### src/rtl/mmd_pkg.sv
package mmd_pkg;
  localparam int unsigned SZ_W = 3;
  localparam int unsigned DM_W = 2;
  localparam logic [SZ_W-1:0] SZ_RESET = 3'b101;
  localparam logic [SZ_W-1:0] SZ_MAX_LEGAL = 3'b101;

  typedef enum logic [DM_W-1:0] {
    DM_ALL_EXT  = 2'b00,
    DM_LOW_SRAM = 2'b01,
    DM_RESERVED = 2'b10,
    DM_LOCK_MAP = 2'b11
  } dmode_e;

  // Reserved ceiling codes fold onto the full-size setting.
  function automatic logic [SZ_W-1:0] clean_size(input logic [SZ_W-1:0] v);
    return (v > SZ_MAX_LEGAL) ? SZ_RESET : v;
  endfunction

  // Reserved data mode folds onto the all-external setting.
  function automatic dmode_e clean_mode(input logic [DM_W-1:0] v);
    return (dmode_e'(v) == DM_RESERVED) ? DM_ALL_EXT : dmode_e'(v);
  endfunction
endpackage

### src/rtl/mmd_cfg_regs.sv
module mmd_cfg_regs
  import mmd_pkg::*;
#(
  parameter int unsigned WD_W = 8
) (
  input  logic            clk,
  input  logic            rst_n,
  input  logic            cfg_wr,
  input  logic            cfg_sel,
  input  logic [WD_W-1:0] cfg_wdata,
  input  logic            prot_ok,
  output logic [SZ_W-1:0] size_q,
  output dmode_e          mode_q
);
  logic size_we;
  logic mode_we;

  assign size_we = cfg_wr && !cfg_sel && prot_ok;
  assign mode_we = cfg_wr && cfg_sel;

  always_ff @(posedge clk or negedge rst_n) begin
    if (!rst_n) begin
      size_q <= SZ_RESET;
    end else if (size_we) begin
      size_q <= clean_size(cfg_wdata[SZ_W-1:0]);
    end
  end

  always_ff @(posedge clk or negedge rst_n) begin
    if (!rst_n) begin
      mode_q <= DM_ALL_EXT;
    end else if (mode_we) begin
      mode_q <= clean_mode(cfg_wdata[DM_W-1:0]);
    end
  end
endmodule

### src/rtl/mmd_code_decode.sv
module mmd_code_decode
  import mmd_pkg::*;
#(
  parameter int unsigned AW        = 16,
  parameter int unsigned BASE_LOG2 = 10
) (
  input  logic            fetch_valid,
  input  logic [AW-1:0]   fetch_addr,
  input  logic            code_pin,
  input  logic [SZ_W-1:0] size_q,
  output logic            int_sel,
  output logic            ext_sel
);
  localparam int unsigned LW = AW + 1;

  logic [LW-1:0] limit_excl;
  logic          below_limit;
  logic          size_zero;

  always_comb begin
    if (size_q == '0) begin
      limit_excl = '0;
    end else begin
      limit_excl = LW'(1) << (BASE_LOG2 + 32'(size_q) - 1);
    end
  end

  assign size_zero   = (size_q == '0);
  assign below_limit = ({1'b0, fetch_addr} < limit_excl);
  assign int_sel     = fetch_valid && code_pin && !size_zero && below_limit;
  assign ext_sel     = fetch_valid && !int_sel;
endmodule

### src/rtl/mmd_data_decode.sv
module mmd_data_decode
  import mmd_pkg::*;
#(
  parameter int unsigned AW         = 16,
  parameter int unsigned SRAM_BYTES = 1024,
  parameter int unsigned LOCK_W     = 3,
  parameter int unsigned STAT_W     = 8
) (
  input  logic              data_valid,
  input  logic              data_write,
  input  logic [AW-1:0]     data_addr,
  input  logic [LOCK_W-1:0] lock_bits,
  input  dmode_e            mode_q,
  output logic              int_sel,
  output logic              ext_sel,
  output logic              stat_sel,
  output logic [STAT_W-1:0] stat_byte,
  output logic              blocked
);
  localparam logic [AW-1:0] TOP_ADDR  = '1;
  localparam logic [AW-1:0] STAT_ADDR = TOP_ADDR - AW'(3);
  localparam logic [AW:0]   SRAM_LIM  = (AW+1)'(SRAM_BYTES);

  logic in_sram;
  logic in_reserved;
  logic at_status;

  assign in_sram     = ({1'b0, data_addr} < SRAM_LIM);
  assign in_reserved = (data_addr >= STAT_ADDR);
  assign at_status   = (data_addr == STAT_ADDR);

  always_comb begin
    int_sel  = 1'b0;
    ext_sel  = 1'b0;
    stat_sel = 1'b0;
    blocked  = 1'b0;
    if (data_valid) begin
      unique case (mode_q)
        DM_LOW_SRAM: begin
          int_sel = in_sram;
          ext_sel = !in_sram;
        end
        DM_LOCK_MAP: begin
          if (in_sram) begin
            int_sel = 1'b1;
          end else if (!in_reserved) begin
            ext_sel = 1'b1;
          end else if (at_status && !data_write) begin
            stat_sel = 1'b1;
          end else begin
            blocked = 1'b1;
          end
        end
        default: ext_sel = 1'b1;
      endcase
    end
  end

  assign stat_byte = stat_sel ? STAT_W'(lock_bits) : '0;
endmodule

### src/rtl/memmap_decoder.sv
module memmap_decoder
  import mmd_pkg::*;
#(
  parameter int unsigned AW         = 16,
  parameter int unsigned WD_W       = 8,
  parameter int unsigned BASE_LOG2  = 10,
  parameter int unsigned SRAM_BYTES = 1024,
  parameter int unsigned LOCK_W     = 3,
  parameter int unsigned STAT_W     = 8
) (
  input  logic              clk,
  input  logic              rst_n,
  input  logic              cfg_wr,
  input  logic              cfg_sel,
  input  logic [WD_W-1:0]   cfg_wdata,
  input  logic              prot_ok,
  input  logic              code_pin,
  input  logic              fetch_valid,
  input  logic [AW-1:0]     fetch_addr,
  input  logic              data_valid,
  input  logic              data_write,
  input  logic [AW-1:0]     data_addr,
  input  logic [LOCK_W-1:0] lock_bits,
  output logic              code_int_sel,
  output logic              code_ext_sel,
  output logic              data_int_sel,
  output logic              data_ext_sel,
  output logic              status_sel,
  output logic [STAT_W-1:0] status_byte,
  output logic              data_blocked,
  output logic [SZ_W-1:0]   rom_size_q,
  output logic [DM_W-1:0]   data_mode_q
);
  logic [SZ_W-1:0] size_w;
  dmode_e          mode_w;

  mmd_cfg_regs #(.WD_W(WD_W)) u_regs (
    .clk       (clk),
    .rst_n     (rst_n),
    .cfg_wr    (cfg_wr),
    .cfg_sel   (cfg_sel),
    .cfg_wdata (cfg_wdata),
    .prot_ok   (prot_ok),
    .size_q    (size_w),
    .mode_q    (mode_w)
  );

  mmd_code_decode #(.AW(AW), .BASE_LOG2(BASE_LOG2)) u_code (
    .fetch_valid (fetch_valid),
    .fetch_addr  (fetch_addr),
    .code_pin    (code_pin),
    .size_q      (size_w),
    .int_sel     (code_int_sel),
    .ext_sel     (code_ext_sel)
  );

  mmd_data_decode #(
    .AW(AW), .SRAM_BYTES(SRAM_BYTES), .LOCK_W(LOCK_W), .STAT_W(STAT_W)
  ) u_data (
    .data_valid (data_valid),
    .data_write (data_write),
    .data_addr  (data_addr),
    .lock_bits  (lock_bits),
    .mode_q     (mode_w),
    .int_sel    (data_int_sel),
    .ext_sel    (data_ext_sel),
    .stat_sel   (status_sel),
    .stat_byte  (status_byte),
    .blocked    (data_blocked)
  );

  assign rom_size_q  = size_w;
  assign data_mode_q = mode_w;
endmodule

### config.mk
export PLATFORM = sky130hd
export DESIGN_NAME = memmap_decoder
export DESIGN_NICKNAME = d
export VERILOG_FILES = /design/src/rtl/mmd_pkg.sv /design/src/rtl/mmd_cfg_regs.sv /design/src/rtl/mmd_code_decode.sv /design/src/rtl/mmd_data_decode.sv /design/src/rtl/memmap_decoder.sv
export SDC_FILE = /design/constraint.sdc
export NUM_CORES = 1
export LEC_CHECK = 0
export CAP_MARGIN = 20
export CORE_MARGIN = 8
export CORE_UTILIZATION = 36
export CTS_BUF_LIST = sky130_fd_sc_hd__clkbuf_4
export CTS_CLUSTER_DIAMETER = 200
export DETAILED_ROUTE_END_ITERATION = 12
export PLACE_DENSITY = 0.91
export REMOVE_ABC_BUFFERS = 1
export SLEW_MARGIN = 20
export SYNTH_ARGS = -nofsm -noshare
export SYNTH_HDL_FRONTEND = slang
export SYNTH_HIERARCHICAL = 1
export SYNTH_SLANG_ARGS = --single-unit
### constraint.sdc
create_clock -name clk -period 11 [get_ports clk]
set_input_delay 3.3 -clock clk [delete_from_list [all_inputs] [get_ports clk]]
set_output_delay 3.3 -clock clk [all_outputs]
set_load 0.005 [all_outputs]
==> reports/qor.log <==
[worst_setup_path] CP max FO 3
[yosys] simple-gate portion of the synthesized area 0.3418
[drt] ratio of routed vias to standard cells 5.214
[timing] time the final worst path needs with I/O delays and setup 8.795 ns
[finish] Area growth, synth to finish 74.43%
[yosys] main combinational cell family by area after synthesis simple AND/OR/NAND/NOR gates
[yosys] synth top area cells sky130_fd_sc_hd__ha_1 (23%), sky130_fd_sc_hd__dfrtp_1 (8.5%), sky130_fd_sc_hd__dfstp_2 (5.9%)
[clock_network] count of hold-fix buffers inserted at cts 0
[timing] Finish-stage setup viols 0
[timing] setup TNS after final layout 0 ns
[power] proportion of power drawn by combinational gates 0.555
[clock_network] number of buffers on the longest clock path 2
[yosys] post-synthesis area per instance 8.127 µm²
[finish] final design instance area without fill 0.001545 mm²
[worst_setup_path] required time of the critical path 7.70 ns
[drt] detailed-route via count 1074
[clock_network] post_cts resized 0
[yosys] synthesized area 885.9 µm²
[finish] fraction of layout cells with a size suffix above 1 0.09091
[yosys] fraction of synthesized cell area taken by the top area cell type 0.2260
[hold_path] worst min-delay path class register to register
[grt] largest net degree at the start of global routing 10
[yosys] multiplexer fraction of the synthesized cell area 0.05791
[timing] final hold violation count 0
[worst_setup_path] r2r setup slk 10.11 ns
[power] switching component of the power 0.00004066 W
[hold_path] Hold Path Cell Cnt 2
[power] Pint 0.00007735 W
[yosys] proportion of synthesized chip area in sequential cells 0.1441
[worst_setup_path] kind of end point of the critical path output pin
[power] PwrDens 76.37 mW/mm²
[yosys] top-count cell post-synth sky130_fd_sc_hd__ha_1
[yosys] fraction of the mapped netlist area in compound gates 0.1525
[clock_network] Root Buffer Master sky130_fd_sc_hd__clkbuf_4
[timing] highest clock frequency the design can meet 113.7 MHz
[yosys] number of distinct library cells after synthesis 41
[grt] first-pass GRT wire length 4.947 mm
[worst_setup_path] Critical Path Start Type input port
[worst_setup_path] worst flop-to-flop path startpoint u_regs/size_q[1]$_DFFE_PN0P_
[worst_setup_path] sequence of cells on the critical path clkdlybuf4s50_1 > ha_1 > nand3_2 > a2111o_1 > or2_0 > o32ai_2 > clkdlybuf4s50_1
[clock_network] CTS clk-pin slew, worst paths 0.05 ns
[run] # Max-Cap Violations 0
[grt] number of antenna violations at the first check in global routing 0
[yosys] number of flip-flops and latches in the synthesized netlist 5
[yosys] gate count after technology mapping 109
[finish] Antenna Cells 0
[timing] portion of the clock cycle consumed by the worst path in the final layout 0.7995
[grt] GRT Util Overall 0.1401
[power] clock share of power 0.207
[timing] worst clock skew 0 ns
[grt] GR peak layer met2
[floorplan] CORE AREA 0.002410 mm²
[drt] total DRC errors in the routed layout 0
[place] global placer's final weighted congestion 0.8082
[floorplan] die area 0.004304 mm²
[drt] average wire length per cell after detail routing 14.74 µm
[timing] number of pins exceeding their max-slew limit in the final report 0
[clock_network] CTS tree built
[yosys] most instantiated cells after synthesis sky130_fd_sc_hd__ha_1 (16), sky130_fd_sc_hd__nand2_1 (13), sky130_fd_sc_hd__a21oi_1 (8)
[worst_setup_path] largest stage delay on the critical path 0.54 ns
[finish] final net count 245
[hold_path] source of the worst hold timing path u_regs/size_q[0]$_DFFE_PN1P_
[drt] DRC marker count from the first detailed-route iteration 36
[power] cell leakage power 0.6349 nW
[grt] GR Overflow Total 0
[power] register share of total power 0.238
[power] total power draw 0.0001180 W
[drt] Final ANT Viol Nets 0
[yosys] Synth Area in Adders 0.2260
[status] result of the run completed
[timing] minimum setup slack in the final design 2.205 ns
[drt] number of search-and-repair iterations in the first detailed-routing pass 4
[place] placed cell area 0.001515 mm²
[clock_network] count of clock tree sinks 5
[floorplan] Horiz. Die Dim 65.61 µm
[yosys] post-synthesis async set-or-reset flop share 1.000
[floorplan] boundary pin count 71
[finish] fraction of the core area covered by cells at the end of the flow 0.6412
[place] placed wire-length estimate after detailed placement 2.672 mm
[clock_network] level count of the clock H-tree 1
[floorplan] placement row count 18
[yosys] area share of xor/xnor cells in the synthesized design 0
[worst_setup_path] Most Frequent Cell on Critical Path sky130_fd_sc_hd__clkdlybuf4s50_1
[yosys] number of synthesized flops with an enable pin 0
[grt] GR met2 Demand/Resource 0.2546
[worst_setup_path] library cell contributing the largest single delay on the critical path sky130_fd_sc_hd__clkdlybuf4s50_1
[power] VDD IR-drop max 53.41 µV
[hold_path] end point of the worst hold path u_regs/size_q[0]$_DFFE_PN1P_
[yosys] cell type with the highest aggregate area in the netlist sky130_fd_sc_hd__ha_1
[clock_network] Setup Fix Bufs, Post-CTS 0
[grt] M3 GR Usage 0.07143
[yosys] YS warnings 6
[place] placement-stage worst setup slack 2.199 ns
[clock_network] Skew-Pair Late Insertion Delay 0.24 ns
[clock_network] TritonCTS buffer count 3
[worst_setup_path] length in cells of the worst reg-to-reg path 1
[worst_setup_path] arrival time of data at the critical path endpoint 5.49 ns
[grt] vias in the first global route 1141
[finish] filler cell count 209
[drt] sum of routed wire length over all layers 3.036 mm
[worst_setup_path] Reg2Reg Capture Point u_regs/size_q[1]$_DFFE_PN0P_
[floorplan] starting density of the core 0.3676
[floorplan] floorplan die height 65.61 µm
[power] Sw Share 0.3445
[yosys] most instantiated flip-flop cell in the synthesis netlist sky130_fd_sc_hd__dfrtp_1
[timing] RSZ-0062 raised after global routing no
[place] Port Buffer Count 60
[worst_setup_path] CP startpoint fetch_addr[15]
[grt] met1 track utilization from global routing 0.1381
[worst_setup_path] critical setup path kind input port to output pin
==> cells by family (layout without fill, tap and decap cells) <==
group                    after synthesis  count (layout)
AND/OR/NAND/NOR                       52              52
AO/OA/AOI/OAI                         19              19
adder cells (fa/ha/maj)               16              16
buffers and inverters                 11              69
flip-flops                             5               5
multiplexers                           4               4
other                                  2              11
==> sequential cells by signal, summed over array words and instances (netlist names) <==
| name | cells |
|---|---|
| u_regs/size_q | 3 |
| u_regs/mode_q | 2 |
==> cells in the final DEF, fill, tap and decap left out, types with 2 or more instances in the layout <==
master	synthesis	routed
sky130_fd_sc_hd__a21oi_1	8	8
sky130_fd_sc_hd__a41oi_1	2	2
sky130_fd_sc_hd__clkbuf_4	0	4
sky130_fd_sc_hd__clkdlybuf4s50_1	0	60
sky130_fd_sc_hd__conb_1	2	11
sky130_fd_sc_hd__dfrtp_1	3	3
sky130_fd_sc_hd__dfstp_2	2	2
sky130_fd_sc_hd__ha_1	16	16
sky130_fd_sc_hd__inv_1	5	5
sky130_fd_sc_hd__mux2_4	2	2
sky130_fd_sc_hd__nand2_1	13	13
sky130_fd_sc_hd__nand3_1	5	5
sky130_fd_sc_hd__nand4_1	6	6
sky130_fd_sc_hd__nor2_1	5	5
sky130_fd_sc_hd__nor2b_1	2	2
sky130_fd_sc_hd__nor3_1	2	2
sky130_fd_sc_hd__nor4_1	5	5
sky130_fd_sc_hd__o21ai_0	2	2
==> area by class of cell <==
type                       instances  area (µm²)  share of cell area
clock buffer                       4       30.03             0.01943
sequential                         5       127.6             0.08259
multi-input combinational        102       730.7              0.4729
inverter                           5       18.77             0.01215
timing repair buffer              60       600.6              0.3887
tap                               30       37.54             0.02429
==> how the worst max path moves through the flow <==
stage | to | cells past startpoint
4_1_cts | code_ext_sel | 7
2_1_floorplan | code_ext_sel | 5
3_3_place_gp | code_ext_sel | 7
6_report | code_ext_sel | 7
5_1_grt | code_ext_sel | 7
3_5_place_dp | code_ext_sel | 7
==> critical path: cells and delay by family <==
kind,cells,cell delay [ns]
AO/OA/AOI/OAI,2,0.60
adder cells (fa/ha/maj),1,0.32
buffers and inverters,2,0.94
AND/OR/NAND/NOR,2,0.32
==> power by group through the flow <==
| stage | registers, W | clock network (W) | logic [W] |
|---|---|---|---|
| after CTS | 0.0000282 | 0.0000250 | 0.0000656 |
| after global routing | 0.0000291 | 0.0000263 | 0.0000728 |
| after global placement | 0.0000283 | 0 | 0.0000618 |
| after floorplan | 0.0000269 | 0 | 0.0000326 |
| final | 0.0000281 | 0.0000244 | 0.0000655 |
| after detailed placement | 0.0000285 | 0 | 0.0000652 |
==> metal layers <==
layer  vias up  wire [µm]
met5         -          0
met4         0         15
met3         2        386
met2        62       1494
met1       472       1140
li1        538          -
==> metrics by stage <==
step / std cells / hold slack [ns]
floorplan: 112 / 0.4916
global placement: 202 / 0.4983
detailed placement: 202 / 0.5083
CTS: 206 / 0.5487
global route: 206 / 0.5619
finish: 206 / 0.5419
Note: power is estimated with default switching activity, not from simulation.
